===== src/rtl/wtdc_pkg.sv =====
package wtdc_pkg;

    localparam int unsigned ADDR_W   = 32;
    localparam int unsigned DATA_W   = 32;
    localparam int unsigned LINES    = 16;
    localparam int unsigned WORDS    = 4;
    localparam int unsigned LANES    = DATA_W / 8;
    localparam int unsigned OFS_W    = $clog2(LANES);
    localparam int unsigned WSEL_W   = $clog2(WORDS);
    localparam int unsigned IDX_W    = $clog2(LINES);
    localparam int unsigned TAG_W    = ADDR_W - IDX_W - WSEL_W - OFS_W;
    localparam int unsigned WSEL_LSB = OFS_W;
    localparam int unsigned IDX_LSB  = OFS_W + WSEL_W;
    localparam int unsigned TAG_LSB  = IDX_LSB + IDX_W;

    typedef logic [ADDR_W-1:0] addr_t;
    typedef logic [DATA_W-1:0] word_t;
    typedef logic [TAG_W-1:0]  tag_t;
    typedef logic [IDX_W-1:0]  idx_t;
    typedef logic [WSEL_W-1:0] wsel_t;
    typedef logic [WORDS-1:0]  wvld_t;

    typedef enum logic [1:0] {
        ST_IDLE = 2'd0,
        ST_BUS  = 2'd1,
        ST_ACK  = 2'd2
    } dc_state_e;

    typedef struct packed {
        tag_t  tag;
        idx_t  idx;
        wsel_t wsel;
    } dc_addr_t;

    // One update to the line store per cycle
    typedef struct packed {
        logic  kill_line;
        logic  new_line;
        logic  wr_word;
        logic  kill_word;
        idx_t  idx;
        wsel_t wsel;
        tag_t  tag;
        logic  fc;
        word_t data;
    } dc_cmd_t;

    function automatic dc_addr_t dc_split(input addr_t a);
        dc_addr_t r;
        r.tag  = a[TAG_LSB +: TAG_W];
        r.idx  = a[IDX_LSB +: IDX_W];
        r.wsel = a[WSEL_LSB +: WSEL_W];
        return r;
    endfunction

    function automatic addr_t dc_join(input tag_t t, input idx_t i, input wsel_t w);
        return {t, i, w, {OFS_W{1'b0}}};
    endfunction

endpackage


===== src/rtl/wtdc_store.sv =====
module wtdc_store
    import wtdc_pkg::*;
(
    input  logic    clk,
    input  logic    rst,
    input  logic    inval_all,
    input  dc_cmd_t cmd,
    input  idx_t    rd_idx,
    input  wsel_t   rd_wsel,
    output tag_t    rd_tag,
    output logic    rd_fc,
    output wvld_t   rd_vld,
    output word_t   rd_data
);

    tag_t  tag_q [LINES];
    logic  fc_q  [LINES];
    wvld_t vld_q [LINES];
    word_t dat_q [LINES][WORDS];

    wvld_t vld_nxt;
    logic  vld_touch;
    logic  any_v;

    assign rd_tag  = tag_q[rd_idx];
    assign rd_fc   = fc_q[rd_idx];
    assign rd_vld  = vld_q[rd_idx];
    assign rd_data = dat_q[rd_idx][rd_wsel];

    assign vld_touch = cmd.kill_line | cmd.new_line | cmd.wr_word | cmd.kill_word;

    always_comb begin
        vld_nxt = vld_q[cmd.idx];
        if (cmd.kill_line || cmd.new_line) vld_nxt = '0;
        if (cmd.wr_word)   vld_nxt[cmd.wsel] = 1'b1;
        if (cmd.kill_word) vld_nxt[cmd.wsel] = 1'b0;
    end

    always_ff @(posedge clk) begin
        if (rst) begin
            for (int i = 0; i < LINES; i++) begin
                vld_q[i] <= '0;
                tag_q[i] <= '0;
                fc_q[i]  <= 1'b0;
            end
        end else if (inval_all) begin
            for (int i = 0; i < LINES; i++) vld_q[i] <= '0;
        end else begin
            if (vld_touch) vld_q[cmd.idx] <= vld_nxt;
            if (cmd.new_line) begin
                tag_q[cmd.idx] <= cmd.tag;
                fc_q[cmd.idx]  <= cmd.fc;
            end
        end
    end

    always_ff @(posedge clk) begin
        if (cmd.wr_word) dat_q[cmd.idx][cmd.wsel] <= cmd.data;
    end

    always_comb begin
        any_v = 1'b0;
        for (int i = 0; i < LINES; i++) any_v = any_v | (|vld_q[i]);
    end

    AST_INVAL_EMPTIES: assert property (@(posedge clk) disable iff (rst)
        inval_all |=> !any_v);

endmodule


===== src/rtl/wtdc_ctrl.sv =====
module wtdc_ctrl
    import wtdc_pkg::*;
(
    input  logic    clk,
    input  logic    rst,
    input  logic    ctl_enable,
    input  logic    ctl_freeze,
    input  logic    ctl_burst_en,
    input  logic    ctl_wr_alloc,
    input  logic    cpu_req,
    input  logic    cpu_we,
    input  logic    cpu_super,
    input  addr_t   cpu_addr,
    input  word_t   cpu_wdata,
    output logic    cpu_ack,
    output word_t   cpu_rdata,
    output logic    mem_req,
    output logic    mem_we,
    output logic    mem_burst,
    output addr_t   mem_addr,
    output word_t   mem_wdata,
    input  logic    mem_ack,
    input  word_t   mem_rdata,
    input  logic    mem_burst_ok,
    input  logic    mem_inhibit,
    output idx_t    rd_idx,
    output wsel_t   rd_wsel,
    input  tag_t    rd_tag,
    input  logic    rd_fc,
    input  wvld_t   rd_vld,
    input  word_t   rd_data,
    output dc_cmd_t cmd
);

    localparam wsel_t LAST_BEAT = wsel_t'(WORDS - 1);

    dc_state_e state_q;
    dc_addr_t  rq_q;
    logic      fc_q, we_q;
    word_t     wdata_q, rdata_q;
    wsel_t     beat_q;
    logic      burst_q, alloc_q, cached_q, keep_q;

    dc_addr_t  ca;
    tag_t      look_tag;
    logic      look_fc;
    logic      same_tag, own_line, other_line, hit;
    wsel_t     cur_wsel;
    logic      last_beat;

    assign ca       = dc_split(cpu_addr);
    assign rd_idx   = (state_q == ST_IDLE) ? ca.idx : rq_q.idx;
    assign rd_wsel  = ca.wsel;
    assign look_tag = (state_q == ST_IDLE) ? ca.tag : rq_q.tag;
    assign look_fc  = (state_q == ST_IDLE) ? cpu_super : fc_q;

    assign same_tag   = (rd_tag == look_tag);
    assign own_line   = same_tag && (rd_fc == look_fc);
    assign other_line = same_tag && (rd_fc != look_fc) && (|rd_vld);
    assign hit        = ctl_enable && own_line && rd_vld[ca.wsel];

    assign cur_wsel = rq_q.wsel + beat_q;

    assign mem_req   = (state_q == ST_BUS);
    assign mem_we    = we_q;
    assign mem_burst = burst_q;
    assign mem_addr  = dc_join(rq_q.tag, rq_q.idx, cur_wsel);
    assign mem_wdata = wdata_q;
    assign cpu_ack   = (state_q == ST_ACK);
    assign cpu_rdata = rdata_q;

    // First beat decides continuation; later beats run to the end of the line
    assign last_beat = (beat_q == '0) ? !(burst_q && mem_burst_ok && !mem_inhibit)
                                      : (beat_q == LAST_BEAT);

    always_comb begin
        cmd      = '0;
        cmd.idx  = rq_q.idx;
        cmd.tag  = rq_q.tag;
        cmd.fc   = fc_q;
        cmd.wsel = cur_wsel;
        cmd.data = we_q ? wdata_q : mem_rdata;
        unique case (state_q)
            ST_IDLE: begin
                if (cpu_req && cpu_we && ctl_enable && ctl_wr_alloc && other_line) begin
                    cmd.kill_line = 1'b1;
                    cmd.idx       = ca.idx;
                end
            end
            ST_BUS: begin
                if (mem_ack) begin
                    if (!we_q) begin
                        if (beat_q == '0) begin
                            if (alloc_q && !mem_inhibit) begin
                                cmd.new_line = !own_line;
                                cmd.wr_word  = 1'b1;
                            end
                        end else if (keep_q) begin
                            cmd.wr_word = 1'b1;
                        end
                    end else if (cached_q) begin
                        if (own_line) begin
                            cmd.kill_word = mem_inhibit;
                            cmd.wr_word   = !mem_inhibit;
                        end else if (alloc_q && !mem_inhibit) begin
                            cmd.new_line = 1'b1;
                            cmd.wr_word  = 1'b1;
                        end
                    end
                end
            end
            default: ;
        endcase
    end

    always_ff @(posedge clk) begin
        if (rst) begin
            state_q  <= ST_IDLE;
            rq_q     <= '0;
            fc_q     <= 1'b0;
            we_q     <= 1'b0;
            wdata_q  <= '0;
            rdata_q  <= '0;
            beat_q   <= '0;
            burst_q  <= 1'b0;
            alloc_q  <= 1'b0;
            cached_q <= 1'b0;
            keep_q   <= 1'b0;
        end else begin
            unique case (state_q)
                ST_IDLE: begin
                    if (cpu_req) begin
                        rq_q     <= ca;
                        fc_q     <= cpu_super;
                        we_q     <= cpu_we;
                        wdata_q  <= cpu_wdata;
                        beat_q   <= '0;
                        burst_q  <= !cpu_we && ctl_enable && !ctl_freeze && ctl_burst_en;
                        alloc_q  <= ctl_enable && !ctl_freeze && (!cpu_we || ctl_wr_alloc);
                        cached_q <= ctl_enable;
                        if (!cpu_we && hit) begin
                            rdata_q <= rd_data;
                            state_q <= ST_ACK;
                        end else begin
                            state_q <= ST_BUS;
                        end
                    end
                end
                ST_BUS: begin
                    if (mem_ack) begin
                        if (beat_q == '0) begin
                            if (!we_q) rdata_q <= mem_rdata;
                            keep_q <= alloc_q && !mem_inhibit;
                        end
                        if (last_beat) state_q <= ST_ACK;
                        else           beat_q  <= beat_q + wsel_t'(1);
                    end
                end
                default: state_q <= ST_IDLE;
            endcase
        end
    end

    AST_ACK_PULSE: assert property (@(posedge clk) disable iff (rst)
        cpu_ack |=> !cpu_ack);

    AST_HIT_NO_BUS: assert property (@(posedge clk) disable iff (rst)
        (state_q == ST_IDLE && cpu_req && !cpu_we && hit) |=> (cpu_ack && !mem_req));

    AST_STORE_SINGLE: assert property (@(posedge clk) disable iff (rst)
        (mem_req && mem_we) |-> !mem_burst);

    AST_BURST_WRAP: assert property (@(posedge clk) disable iff (rst)
        (mem_req && mem_ack && mem_burst && mem_burst_ok && !mem_inhibit && beat_q != LAST_BEAT)
        |=> (mem_req && mem_addr[WSEL_LSB +: WSEL_W] == wsel_t'($past(mem_addr[WSEL_LSB +: WSEL_W]) + 1)));

    AST_REFUSED_ONE_BEAT: assert property (@(posedge clk) disable iff (rst)
        (mem_req && mem_ack && beat_q == '0 && !mem_burst_ok) |=> !mem_req);

    AST_INHIBIT_NO_FILL: assert property (@(posedge clk) disable iff (rst)
        (mem_req && mem_ack && beat_q == '0 && mem_inhibit) |-> !cmd.wr_word);

endmodule


===== src/rtl/wt_dcache.sv =====
module wt_dcache
    import wtdc_pkg::*;
(
    input  logic        clk,
    input  logic        rst,
    input  logic        ctl_enable,
    input  logic        ctl_freeze,
    input  logic        ctl_burst_en,
    input  logic        ctl_wr_alloc,
    input  logic        ctl_inval_all,
    input  logic        cpu_req,
    input  logic        cpu_we,
    input  logic        cpu_super,
    input  logic [31:0] cpu_addr,
    input  logic [31:0] cpu_wdata,
    output logic        cpu_ack,
    output logic [31:0] cpu_rdata,
    output logic        mem_req,
    output logic        mem_we,
    output logic        mem_burst,
    output logic [31:0] mem_addr,
    output logic [31:0] mem_wdata,
    input  logic        mem_ack,
    input  logic [31:0] mem_rdata,
    input  logic        mem_burst_ok,
    input  logic        mem_inhibit
);

    dc_cmd_t cmd;
    idx_t    rd_idx;
    wsel_t   rd_wsel;
    tag_t    rd_tag;
    logic    rd_fc;
    wvld_t   rd_vld;
    word_t   rd_data;

    wtdc_ctrl u_ctrl (
        .clk          (clk),
        .rst          (rst),
        .ctl_enable   (ctl_enable),
        .ctl_freeze   (ctl_freeze),
        .ctl_burst_en (ctl_burst_en),
        .ctl_wr_alloc (ctl_wr_alloc),
        .cpu_req      (cpu_req),
        .cpu_we       (cpu_we),
        .cpu_super    (cpu_super),
        .cpu_addr     (cpu_addr),
        .cpu_wdata    (cpu_wdata),
        .cpu_ack      (cpu_ack),
        .cpu_rdata    (cpu_rdata),
        .mem_req      (mem_req),
        .mem_we       (mem_we),
        .mem_burst    (mem_burst),
        .mem_addr     (mem_addr),
        .mem_wdata    (mem_wdata),
        .mem_ack      (mem_ack),
        .mem_rdata    (mem_rdata),
        .mem_burst_ok (mem_burst_ok),
        .mem_inhibit  (mem_inhibit),
        .rd_idx       (rd_idx),
        .rd_wsel      (rd_wsel),
        .rd_tag       (rd_tag),
        .rd_fc        (rd_fc),
        .rd_vld       (rd_vld),
        .rd_data      (rd_data),
        .cmd          (cmd)
    );

    wtdc_store u_store (
        .clk       (clk),
        .rst       (rst),
        .inval_all (ctl_inval_all),
        .cmd       (cmd),
        .rd_idx    (rd_idx),
        .rd_wsel   (rd_wsel),
        .rd_tag    (rd_tag),
        .rd_fc     (rd_fc),
        .rd_vld    (rd_vld),
        .rd_data   (rd_data)
    );

endmodule


===== config.mk =====
export PLATFORM = sky130hd
export DESIGN_NAME = wt_dcache
export DESIGN_NICKNAME = d
export VERILOG_FILES = /design/src/rtl/wtdc_pkg.sv /design/src/rtl/wtdc_store.sv /design/src/rtl/wtdc_ctrl.sv /design/src/rtl/wt_dcache.sv
export SDC_FILE = /design/constraint.sdc
export NUM_CORES = 2
export LEC_CHECK = 0
export ABC_CLOCK_PERIOD_IN_PS = 6300
export BUFFER_PORTS_ARGS = -buffer_cell sky130_fd_sc_hd__buf_4
export CAP_MARGIN = 40
export CORE_UTILIZATION = 50
export CTS_CLUSTER_DIAMETER = 80
export CTS_CLUSTER_SIZE = 12
export DETAILED_ROUTE_END_ITERATION = 12
export GPL_TIMING_DRIVEN = 0
export PLACE_DENSITY = 0.65
export SETUP_SLACK_MARGIN = 0.15
export SLEW_MARGIN = 20
export SYNTH_ARGS = -nofsm -noshare
export SYNTH_HDL_FRONTEND = slang
export SYNTH_SLANG_ARGS = --single-unit
export TNS_END_PERCENT = 30

===== constraint.sdc =====
create_clock -name clk -period 6.3 [get_ports clk]
set_input_delay 0.63 -clock clk [delete_from_list [all_inputs] [get_ports clk]]
set_output_delay 0.63 -clock clk [all_outputs]
set_load 0.01 [all_outputs]

==> metrics.txt <==
status finished with violations; violated checks negative setup slack; gr usage total 35.4%; EDFF count, synth ~2500; Startpoint Class flip-flop; row count around 170; Yosys reg bits around 2600; H-tree levels 4; Flop pwr share 50.1%; final count of negative-setup-slack endpoints 2; final count of hold timing violations 0; Die Ht 471 µm; CORE AREA between 200000 and 250000 µm²; combinational power share 15.7%; largest net degree at the start of global routing 65; grt met3 use under 10%; Yosys Warn Count 0; RSZ-0062 raised after global routing true; Filler cells around 17000; GR peak layer met2; Critical Path AT ~7 ns; CP max FO 10; # IOs 209; area share of the largest cell type after synthesis between 60% and 70%; layout cells sized above 1 13.1%; nets 9835; clock network power share ~34%; Clock Tree Buf Depth 3; total grt overflow 0; internal power around 28 mW; fraction of registers with async set/reset 0%; WS Path Type flip-flop to flip-flop; Die Area around 220000 µm²; Hold WS 0.0498 ns; Switching Share about 28%; Wirelength per Cell about 31 µm; Setup TNS -0.0172 ns; first-pass GRT wire length 554000 µm; area leader, netlist edfxtp_1; TritonCTS clock tree done; Pwr Density ~300 nW/µm²; Mapped Area 110000 µm²; via/cell ratio between 6 and 7; ys flop type edfxtp_1; GPL Wtd Cong 1.04; Post-Route WL between 300000 and 400000 µm; Worst-Skew Late Latency a little over 0.9 ns; Psw ~11 mW; setup ws final -0.0157 ns; M1 GR Usage 44.5%; Syn Inst Count between 8000 and 9000; Die Span X 471 µm; final core occ 59.3%; initial core utilization between 50 and 60%; sequential area share after synthesis between 70% and 80%; FF+latch area approximately 78000 µm²; CP Capture Type flip-flop; Area Growth Syn to Fin 17.4%; Port Buffers roughly 200; CP Data Required Time about 7.1 ns; met2 Use GR roughly 54%; TritonCTS buffer count 237; hpwl dp about 280000 µm; Worst-Margin Slew about 1.1 ns; Area contributors post-synth edfxtp_1, nand2_1, nand3_1; P_leak 45.6 nW; max-slew violations 0; Fmax roughly 160 MHz; Slew headroom between 20% and 30%; Avg Inst Size Synth ~12 µm²; Fin Clk Skew between 0.06 and 0.07 ns; clk slew on worst S/H paths 0.07 ns; Final period util 100%; worst slack, placed -2.46 ns; initial antenna violation count 34; # clock sinks 2616; Final Power a little under 40 mW; vias in the first global route ~76000; clk root buf clkbuf_16; Remaining DRCs 0; multi-input logic area 30900 µm²; Netlist cell types 94; HP Class input port to flip-flop; Max-Cap Viols 0; Final ANT Viol Nets 0; Via Count roughly 80000; drt first-iter violations between 10000 and 15000; min Tclk post-route about 6.3 ns; Worst VDD drop 0.318 mV; DR pass1 iterations 7
## cell usage after synthesis (all sizes together) (6+ instances only)
cell and count:
mux2 62, mux2i 179, a31oi 78, nand2b 23, and3 161, inv 9
buf 154, nor2b 37, nor2 196, xnor2 16, o211ai 21, xor2 12
nand2 2267, and2 409, o2111ai 6, a21boi 18, o21ai 71, a21o 34
a211oi 94, mux4 7, o22ai 51, nand3 1060, or2 46, clkbuf 548
nor3 75, a311oi 320, edfxtp 2512, dfxtp 104, a21oi 182, nand4 19
nor4 26
## power groups by stage
stage	Clock, mW	Combinational, mW	Sequential [mW]
4_1_cts	13.2	5.82	19.4
3_5_place_dp	0	5.67	19.8
5_1_grt	13.9	6.26	19.4
3_3_place_gp	0	5.30	19.8
2_1_floorplan	0	2.84	19.8
6_report	13.3	6.11	19.4
## placed cells by master (no fill, tap or decap), drive strengths merged, types with 26 or more instances in the layout
cell            n
a211oi         94
a21o           34
a21oi         182
a311oi        320
a31oi          78
and2          409
and3          161
buf           703
clkbuf        862
dfxtp         104
dlygate4sd3    56
edfxtp       2512
mux2           62
mux2i         179
nand2        2267
nand3        1060
nor2          196
nor2b          37
nor3           75
nor4           26
o21ai          71
o22ai          51
or2            46
## cell families after synthesis
logic type	after synthesis	share of synthesized area (%)
mux	248	2.42
flops	2616	70.4
compound gates	935	6.20
fa+ha+maj	3	0.0341
xor+xnor	28	0.223
simple gates	4337	18.0
buf+inv	711	2.72
other cells	1	0.00341
## per-layer routing
metal	routed length (µm)	vias up	part of all wire (%)
met1	141000	39400	36
met3	47400	1191	12
met5	147	-	0.037
li1	-	34100	-
met2	178000	5422	45
met4	30700	10	7.7
## sequential cells by signal (all words and copies together) (netlist names), 2 cells and up
name,flops
u_ctrl.mem_wdata,32
u_ctrl.mem_addr,4
u_store.tag_q,384
u_ctrl.state_q,2
u_ctrl.rq_q,2
u_ctrl.beat_q,2
u_ctrl.cmd,24
u_store.dat_q,2048
u_ctrl.cpu_rdata,32
u_store.vld_q,64
u_store.fc_q,16
## timing repair
action	4_1_cts	5_1_grt
pin swaps	56	7
hold buffers	56	0
resized for setup	192	42
hold endpoints to repair	56	0
setup endpoints to repair	3010	1825
buffers inserted	79	30
## critical path, cell delays in order, from the launching register on
cell      delay (ns)
dfxtp_2         0.36
buf_4           0.18
or3b_1          0.35
buf_4           0.22
nand2_4         0.13
buf_6           0.25
buf_6           0.28
buf_6           0.32
clkbuf_1        0.49
clkbuf_1        0.50
buf_6           0.27
buf_1           0.44
nand2_1         0.10
nand3_1         0.10
nand3_1         0.17
a311oi_1        0.93
a21oi_1         0.19
buf_4           0.26
a211oi_1        0.34
a21o_1          0.12
mux2i_1         0.06
nor2_1          0.11
## area by class of cell
| class | count | area share, % |
|---|---|---|
| Sequential cell | 2616 | 60.0 |
| Clock inverter | 17 | 0.259 |
| Multi-Input combinational cell | 5553 | 23.9 |
| Inverter | 9 | 0.0262 |
| Buffer | 702 | 2.53 |
| Tap cell | 2854 | 2.76 |
| Timing Repair Buffer | 604 | 5.62 |
| Clock buffer | 315 | 4.85 |
| Antenna cell | 22 | 0.0426 |
## worst paths after layout
check | startpoint | end | slack, ns | depth (start not counted)
max | u_ctrl.state_q[0] | u_ctrl.cpu_rdata[10] | -0.02 | 21
min | mem_ack | u_ctrl.state_q[0] | 0.05 | 4
max reg2reg | u_ctrl.state_q[0] | u_ctrl.cpu_rdata[10] | -0.02 | 21
min reg2reg | u_ctrl.cached_q | u_ctrl.cached_q | 0.46 | 2
## through the flow
stage,cell area [µm²],instances
final,129000,12700
after global routing,129000,12700
after CTS,129000,12600
after detailed placement,120000,12200
after global placement,115000,11900
after floorplan,110000,8880
Power figures use the tool's default switching activity.
